File: src/rtl/gep_pkg.sv
package gep_pkg;

    localparam int PORT_PINS = 8;
    localparam int BUS_W     = 32;
    localparam int OFS_W     = 6;

    localparam logic [OFS_W-1:0] OFS_DIN  = 6'h04;
    localparam logic [OFS_W-1:0] OFS_DOUT = 6'h08;
    localparam logic [OFS_W-1:0] OFS_MODE = 6'h0C;
    localparam logic [OFS_W-1:0] OFS_PUD  = 6'h10;
    localparam logic [OFS_W-1:0] OFS_EVT  = 6'h14;
    localparam logic [OFS_W-1:0] OFS_IEN  = 6'h18;
    localparam logic [OFS_W-1:0] OFS_FRC  = 6'h1C;
    localparam logic [OFS_W-1:0] OFS_EDGE = 6'h20;

    typedef enum logic [1:0] {
        MODE_IN = 2'b00,
        MODE_PP = 2'b01,
        MODE_OD = 2'b10,
        MODE_OS = 2'b11
    } pin_mode_e;

    typedef struct packed {
        logic oe;
        logic val;
    } pad_drv_t;

    function automatic pad_drv_t drive_for(input pin_mode_e m, input logic d);
        pad_drv_t r;
        unique case (m)
            MODE_PP: begin r.oe = 1'b1; r.val = d;    end
            MODE_OD: begin r.oe = ~d;   r.val = 1'b0; end
            MODE_OS: begin r.oe = d;    r.val = 1'b1; end
            default: begin r.oe = 1'b0; r.val = 1'b0; end
        endcase
        return r;
    endfunction

endpackage

File: src/rtl/gep_sync.sv
module gep_sync #(
    parameter int W = 8
) (
    input  logic         clk,
    input  logic         rst,
    input  logic [W-1:0] raw,
    output logic [W-1:0] now_q,
    output logic [W-1:0] prev_q
);
    logic [W-1:0] meta_q;

    always_ff @(posedge clk) begin
        if (rst) begin
            meta_q <= '0;
            now_q  <= '0;
            prev_q <= '0;
        end else begin
            meta_q <= raw;
            now_q  <= meta_q;
            prev_q <= now_q;
        end
    end
endmodule

File: src/rtl/gep_edge_evt.sv
module gep_edge_evt #(
    parameter int NPIN = 8
) (
    input  logic            clk,
    input  logic            rst,
    input  logic [NPIN-1:0] lvl_now,
    input  logic [NPIN-1:0] lvl_prev,
    input  logic [NPIN-1:0] rise_sel,
    input  logic [NPIN-1:0] force_on,
    input  logic [NPIN-1:0] ien,
    input  logic            clr_we,
    input  logic [NPIN-1:0] clr_mask,
    output logic [NPIN-1:0] evt_q,
    output logic            irq_q
);
    logic [NPIN-1:0] hit;

    for (genvar i = 0; i < NPIN; i++) begin : g_pin
        logic rose_i, fell_i;
        assign rose_i = lvl_now[i] & ~lvl_prev[i];
        assign fell_i = ~lvl_now[i] & lvl_prev[i];
        assign hit[i] = (rise_sel[i] ? rose_i : fell_i) | force_on[i];
    end

    always_ff @(posedge clk) begin
        if (rst) begin
            evt_q <= '0;
            irq_q <= 1'b0;
        end else begin
            evt_q <= (evt_q & ~(clr_we ? clr_mask : '0)) | hit;
            irq_q <= |(evt_q & ien);
        end
    end
endmodule

File: src/rtl/gep_pad_drive.sv
module gep_pad_drive
    import gep_pkg::*;
#(
    parameter int NPIN = 8
) (
    input  logic [2*NPIN-1:0] mode_bits,
    input  logic [NPIN-1:0]   dout,
    input  logic [NPIN-1:0]   pud,
    output logic [NPIN-1:0]   pad_out,
    output logic [NPIN-1:0]   pad_oe,
    output logic [NPIN-1:0]   pad_pu_en
);
    for (genvar i = 0; i < NPIN; i++) begin : g_pin
        pad_drv_t d;
        assign d            = drive_for(pin_mode_e'(mode_bits[2*i +: 2]), dout[i]);
        assign pad_out[i]   = d.val;
        assign pad_oe[i]    = d.oe;
        assign pad_pu_en[i] = ~pud[i];
    end
endmodule

File: src/rtl/gedge_port.sv
module gedge_port
    import gep_pkg::*;
#(
    parameter int NPIN   = PORT_PINS,
    parameter int DATA_W = BUS_W,
    parameter int ADDR_W = OFS_W
) (
    input  logic              clk,
    input  logic              rst,
    input  logic              wr_en,
    input  logic [ADDR_W-1:0] addr,
    input  logic [DATA_W-1:0] wdata,
    output logic [DATA_W-1:0] rdata,
    input  logic [NPIN-1:0]   pad_in,
    output logic [NPIN-1:0]   pad_out,
    output logic [NPIN-1:0]   pad_oe,
    output logic [NPIN-1:0]   pad_pu_en,
    output logic              irq
);
    localparam int MODE_W = 2 * NPIN;

    logic [NPIN-1:0]   dout_q, pud_q, ien_q, frc_q, rise_q;
    logic [MODE_W-1:0] mode_q;
    logic [NPIN-1:0]   lvl_now, lvl_prev, evt_q;
    logic              evt_clr_we;

    gep_sync #(.W(NPIN)) u_sync (
        .clk(clk), .rst(rst), .raw(pad_in),
        .now_q(lvl_now), .prev_q(lvl_prev)
    );

    always_ff @(posedge clk) begin
        if (rst) begin
            dout_q <= '0;
            mode_q <= '0;
            pud_q  <= '0;
            ien_q  <= '0;
            frc_q  <= '0;
            rise_q <= '0;
        end else if (wr_en) begin
            case (addr)
                OFS_DOUT: dout_q <= wdata[NPIN-1:0];
                OFS_MODE: mode_q <= wdata[MODE_W-1:0];
                OFS_PUD:  pud_q  <= wdata[NPIN-1:0];
                OFS_IEN:  ien_q  <= wdata[NPIN-1:0];
                OFS_FRC:  frc_q  <= wdata[NPIN-1:0];
                OFS_EDGE: rise_q <= wdata[NPIN-1:0];
                default: ;
            endcase
        end
    end

    assign evt_clr_we = wr_en && (addr == OFS_EVT);

    gep_edge_evt #(.NPIN(NPIN)) u_evt (
        .clk(clk), .rst(rst),
        .lvl_now(lvl_now), .lvl_prev(lvl_prev),
        .rise_sel(rise_q), .force_on(frc_q), .ien(ien_q),
        .clr_we(evt_clr_we), .clr_mask(wdata[NPIN-1:0]),
        .evt_q(evt_q), .irq_q(irq)
    );

    gep_pad_drive #(.NPIN(NPIN)) u_pad (
        .mode_bits(mode_q), .dout(dout_q), .pud(pud_q),
        .pad_out(pad_out), .pad_oe(pad_oe), .pad_pu_en(pad_pu_en)
    );

    always_comb begin
        rdata = '0;
        case (addr)
            OFS_DIN:  rdata[NPIN-1:0]   = lvl_now;
            OFS_DOUT: rdata[NPIN-1:0]   = dout_q;
            OFS_MODE: rdata[MODE_W-1:0] = mode_q;
            OFS_PUD:  rdata[NPIN-1:0]   = pud_q;
            OFS_EVT:  rdata[NPIN-1:0]   = evt_q;
            OFS_IEN:  rdata[NPIN-1:0]   = ien_q;
            OFS_FRC:  rdata[NPIN-1:0]   = frc_q;
            OFS_EDGE: rdata[NPIN-1:0]   = rise_q;
            default:  rdata             = '0;
        endcase
    end
endmodule

File: config.mk
export PLATFORM = sky130hd
export DESIGN_NAME = gedge_port
export DESIGN_NICKNAME = d
export VERILOG_FILES = /design/src/rtl/gep_pkg.sv /design/src/rtl/gep_sync.sv /design/src/rtl/gep_edge_evt.sv /design/src/rtl/gep_pad_drive.sv /design/src/rtl/gedge_port.sv
export SDC_FILE = /design/constraint.sdc
export NUM_CORES = 1
export LEC_CHECK = 0
export BUFFER_PORTS_ARGS = -buffer_cell sky130_fd_sc_hd__buf_2
export CORE_UTILIZATION = 45
export CTS_BUF_LIST = sky130_fd_sc_hd__clkbuf_16
export DETAILED_ROUTE_END_ITERATION = 6
export GPL_TIMING_DRIVEN = 0
export PLACE_DENSITY = 0.71
export SKIP_LAST_GASP = 1
export SYNTH_ARGS = -nofsm -noshare
export SYNTH_HDL_FRONTEND = slang
export SYNTH_HIERARCHICAL = 1
export SYNTH_SLANG_ARGS = --single-unit
export TNS_END_PERCENT = 20
File: constraint.sdc
create_clock -name clk -period 1.8 [get_ports clk]
set_input_delay 0.27 -clock clk [delete_from_list [all_inputs] [get_ports clk]]
set_output_delay 0.27 -clock clk [all_outputs]
set_load 0.02 [all_outputs]
; ---- Word level (Yosys, flattened, before mapping)
; Cells that the tools add are included.
[op_classes]
n_eq_ne = 32
n_mux = 19
bitwise = 60
n_reduce_logical = 8
[ops]
columns = operator, n
row1 = 8-bit one-hot mux with 8 select lines, 1
row2 = 2-bit one-hot mux with 3 select lines, 8
row3 = 2-bit equality test (second input constant), 16
row4 = 1-bit inverter, 32
row5 = 6-bit by 5-bit equality test with 1-bit output (second input constant), 4
row6 = 1-bit bitwise AND, 16
row7 = 8-bit bitwise AND, 2
row8 = 2-bit by 1-bit equality test with 1-bit output (second input constant), 8
row9 = 8-bit two-way mux, 2
row10 = 6-bit by 4-bit equality test with 1-bit output (second input constant), 2
row11 = 2-bit AND reduction, 6
row12 = 1-bit two-way mux, 8
row13 = 8-bit inverter, 1
row14 = 1-bit OR, 8
row15 = 8-bit OR, 1
row16 = 8-bit OR reduction, 1
row17 = 6-bit by 3-bit equality test with 1-bit output (second input constant), 1
row18 = 6-bit equality test (second input constant), 1
row19 = 1-bit logical AND, 1
[word_totals]
reg_bits = 89
output_inout_bits = 57
wordCells = 130

; ---- Longest topological paths before layout
[depth]
depth_word = 6
mapped_depth = 7

; ---- By module
; The synthesis kept the hierarchy.
[by_module_without_submodules]
columns = mod, n_inst, cells_per_inst, area_per_inst_um2, seq_area_each_um2
row1 = gedge_port, 1, 387, 3084.2, 1121.1
row2 = gep_sync, 1, 50, 693.2, 480.5
row3 = gep_edge_evt, 1, 56, 599.3, 180.2
row4 = gep_pad_drive, 1, 32, 330.3, 0.0

; ---- Worst setup path after synthesis
; Ideal clock, no wire load.
[synth_timing]
path_kind = input-to-output
from = in addr[1]
to = out rdata[10]
arrival_time_ns = 1.635
required_time_ns = 1.530
slack_ns = -0.105
path_stages = 5
n_path_buf = 2
cell_sequence = or4_1 > clkbuf_1 > clkbuf_1 > nor2_1 > and3_1
[synth_via]
elab_chain_cells = 2
[synth_lines]
columns = element, line_no
row1 = from (decl), gedge_port.sv:11  ; input logic [ADDR_W-1:0] addr,
row2 = 6-bit by 4-bit equality test with 1-bit output, gedge_port.sv:70  ; case (addr)
row3 = 8-bit two-way mux, gedge_port.sv:70
row4 = to (decl), gedge_port.sv:13  ; output logic [DATA_W-1:0] rdata,
; Every way passes these cells.

; ---- Final worst setup path
[layout_timing]
from = in addr[1]
to = out rdata[2]
[layout_via]
elab_chain_cells = 2
[layout_lines]
columns = element, line_no
row1 = "6-bit equality test, or another cell as far along", gedge_port.sv:70
row2 = 8-bit one-hot mux with 8 select lines *, gedge_port.sv:70
; Mark *: on every way between the ends. The rest lies on a longest branch, timed or not.

==> results.cfg <==
[route]
firstDrtPassIters = 5
postRouteWirelength_mm = 15.2
viasPerCell = 5.84
route.detailed.drc = 0
first_iter_violations = 420
antenna_left = 0
wl_per_cell_um = 19.7
via_count = 4502

[logic_synthesis]
async_flop_share_pct = 0
synth_top_flop_cell = dfxtp_1
synth_edf_count = 0
ys_seq_elements = 89
syn_area_um2 = 4710
avgSynthCellArea_um2 = 8.97
synth_largest_area_cell = dfxtp_1
syn_inst = 525
synth_top_area_share_pct = 37.9
synthTopCellsByArea = dfxtp_1 (38%), mux2i_1 (6.8%), a21oi_1 (6.0%), nand3_1 (5.2%), o21ai_0 (5.1%)
seq_area_frac_synth_pct = 37.9
ys_types = 36
yosys_warnings = 6

[clock_network]
clock_latency_ns = 0.35
clockRootBuffer = clkbuf_16
path_clk_slew_ns = 0.06
tritoncts = built
htreeDepth = 3
cts_made_buffers = 9
cts_sinks = 89
cts_max_path_buffers = 2

[global_routing]
grt_overflow = 0
grt_max_degree = 16
first_global_vias = 4415
grt_pass1_wl_mm = 23.6
grtUsageTotal_pct = 28.3
antenna_found_initial = 0

[critical_path]
crit_slowest_cell = or4b_4
cp_num_buf_inv = 3
arrival_ns = 1.73
cp_max_fo = 8
cp.required_ns = 1.53
slowest_delay_ns = 0.64
cpLargestDelayFamily = simple AND/OR/NAND/NOR gates
worstSetupStartpointType = input port
crit_type = in -> out
end_kind = primary output
crit_chain = buf_8, or4b_4, clkbuf_16, nor3_4, or4_4, buf_6

[pwr]
leakagePower_uw = 0.00239
p_total_uw = 4570
power_density_nw_per_um2 = 733
peakVddDrop_v = 0.000571

[floorplanning]
dieHeight_um = 104
start_util_pct = 47.3
io_pins = 106
fp.coreArea_um2 = 9950
rows = 36
die_w_um = 104
die_area_um2 = 10900

[cells_and_area]
drive_gt1_share_pct = 36.4
num-fill-cells = 804
n_antenna_cell = 0
final-instance-count-excl-fill = 771
final_util_pct = 62.7
synthToLayoutAreaGrowth_pct = 32.5
layout.nets = 682

[timing]
rsz0062_at_grt = yes
max-slew-margin-rel_pct = 40.3
setup_viol = 17
setup_slack_ns = -0.203
worstMarginPinSlew_ns = 0.889
fin_worst_skew_ns = 0.0131
fmaxAchievable_mhz = 499
fin_crit_ns = 2.00
setup-tns-final_ns = -2.05
hold_viol = 0
finalMaxSlewViolations = 0
period_share_pct = 111

[placed_design]
gp_congestion = 0.963
placed_cells = 745
dp_hpwl_mm = 10.6
io_buffers = 72

[job]
drv_cap = 0

[status]
violations = setup timing
outcome = finished, violations left

[min_path]
hp-class = in -> reg
-- metal layers --
metal  track usage (%)  up-vias  wire (µm)  share of wire (%)
met5                 0        -          0                  0
li1                  -     2065          -                  -
met1              34.4     2117       6160                 41
met2              44.9      250       7060                 47
met4              19.6        0        847                5.6
met3              5.70       70       1080                7.2
-- worst paths after layout --
check | startpoint | end | slack [ns] | cells past startpoint
hold / removal | pad_in[7] | u_sync/meta_q[7]$_SDFF_PP0_ | 0.13 | 2
setup reg to reg | u_sync/now_q[7]$_SDFF_PP0_ | u_evt/evt_q[7]$_SDFF_PP0_ | 0.71 | 2
setup / recovery | addr[1] | rdata[2] | -0.20 | 6
hold reg to reg | u_sync/meta_q[7]$_SDFF_PP0_ | u_sync/now_q[7]$_SDFF_PP0_ | 0.43 | 1
-- cells in the final DEF, fill, tap and decap left out, types with 13 or more instances in the layout --
cell type,synthesis,layout
inv_1,17,18
clkbuf_1,33,22
a21oi_1,56,54
nand3b_1,26,26
mux2i_1,32,23
buf_2,5,54
nand3_1,49,49
nor2b_2,14,14
o21ai_0,48,48
dfxtp_1,89,84
nand2b_1,16,16
buf_4,16,34
buf_6,3,13
conb_1,1,16
-- report_power, final --
part / internal, µW / switching [µW]
sequential: 2000 / 27.2
clock: 1220 / 823
combinational: 211 / 291
-- cell families after synthesis --
family                    count (synthesis)  synth area share (%)
muxes                                    32                  6.80
buffers and inverters                    78                  8.11
xor gates and xnor gates                  8                  2.76
DFF                                      89                  37.9
AOI/OAI and AO/OA                       133                  17.6
and+or+nand+nor                         184                  26.8
other                                     1                0.0797
-- registers in the layout, indices dropped and copies added, names as in the netlist --
register	flops
u_sync/now_q	8
pud_q	8
rise_q	8
u_evt/irq_q	1
u_evt/evt_q	8
ien_q	8
mode_q	16
u_sync/prev_q	8
frc_q	8
dout_q	8
u_sync/meta_q	8
-- cell usage after synthesis, types with 5 or more instances --
cell type  instances
nand3b_1          26
and3_1             9
a41oi_2            8
inv_1             17
buf_2              5
xnor2_2            8
nor2b_1            6
nor2b_2           14
a21bo_2            8
o21ai_0           48
nor3_1            24
nand2b_1          16
clkbuf_1          33
a21oi_1           56
o21a_1             8
or4_1             10
nand2b_4           8
mux2i_1           32
or3b_1             8
dfxtp_1           89
nand3_1           49
buf_4             16
-- worst reg2reg max path: cells and delay by family (launching register included) --
family / cells / cell delay [ns]
compound gates: 1 / 0.21
flops: 1 / 0.37
simple gates: 1 / 0.43
-- area by class of cell --
cell class,count,area (µm²),share of cell area [%]
plain buffers,57,405,6.50
clock buffers,9,225,3.61
clock inverters,7,93.8,1.50
inverters,18,68.8,1.10
multi-input cells,373,2860,45.8
flip-flops and latches,89,1790,28.7
well taps,133,166,2.67
repair buffers,85,632,10.1
-- timing repair --
action / in CTS / in global routing
pin swaps: 20 / 7
hold endpoints to repair: 0 / 0
cloned: 3 / 0
buffers inserted: 9 / 1
hold buffers: 0 / 0
gates resized for setup: 112 / 12
setup endpoints to repair: 40 / 62
-- through the flow --
| step | cell area (µm²) | setup slack (ns) | hold WS [ns] |
|---|---|---|---|
| 3_3_place_gp | 5310 | -0.549 | 0.414 |
| 5_1_grt | 6240 | -0.192 | 0.148 |
| 2_1_floorplan | 4780 | -0.0129 | 0.395 |
| 4_1_cts | 6190 | -0.126 | 0.129 |
| 6_report | 6240 | -0.203 | 0.135 |
| 3_5_place_dp | 5310 | -0.588 | 0.420 |
No activity file was read; power rests on OpenSTA's default activity.
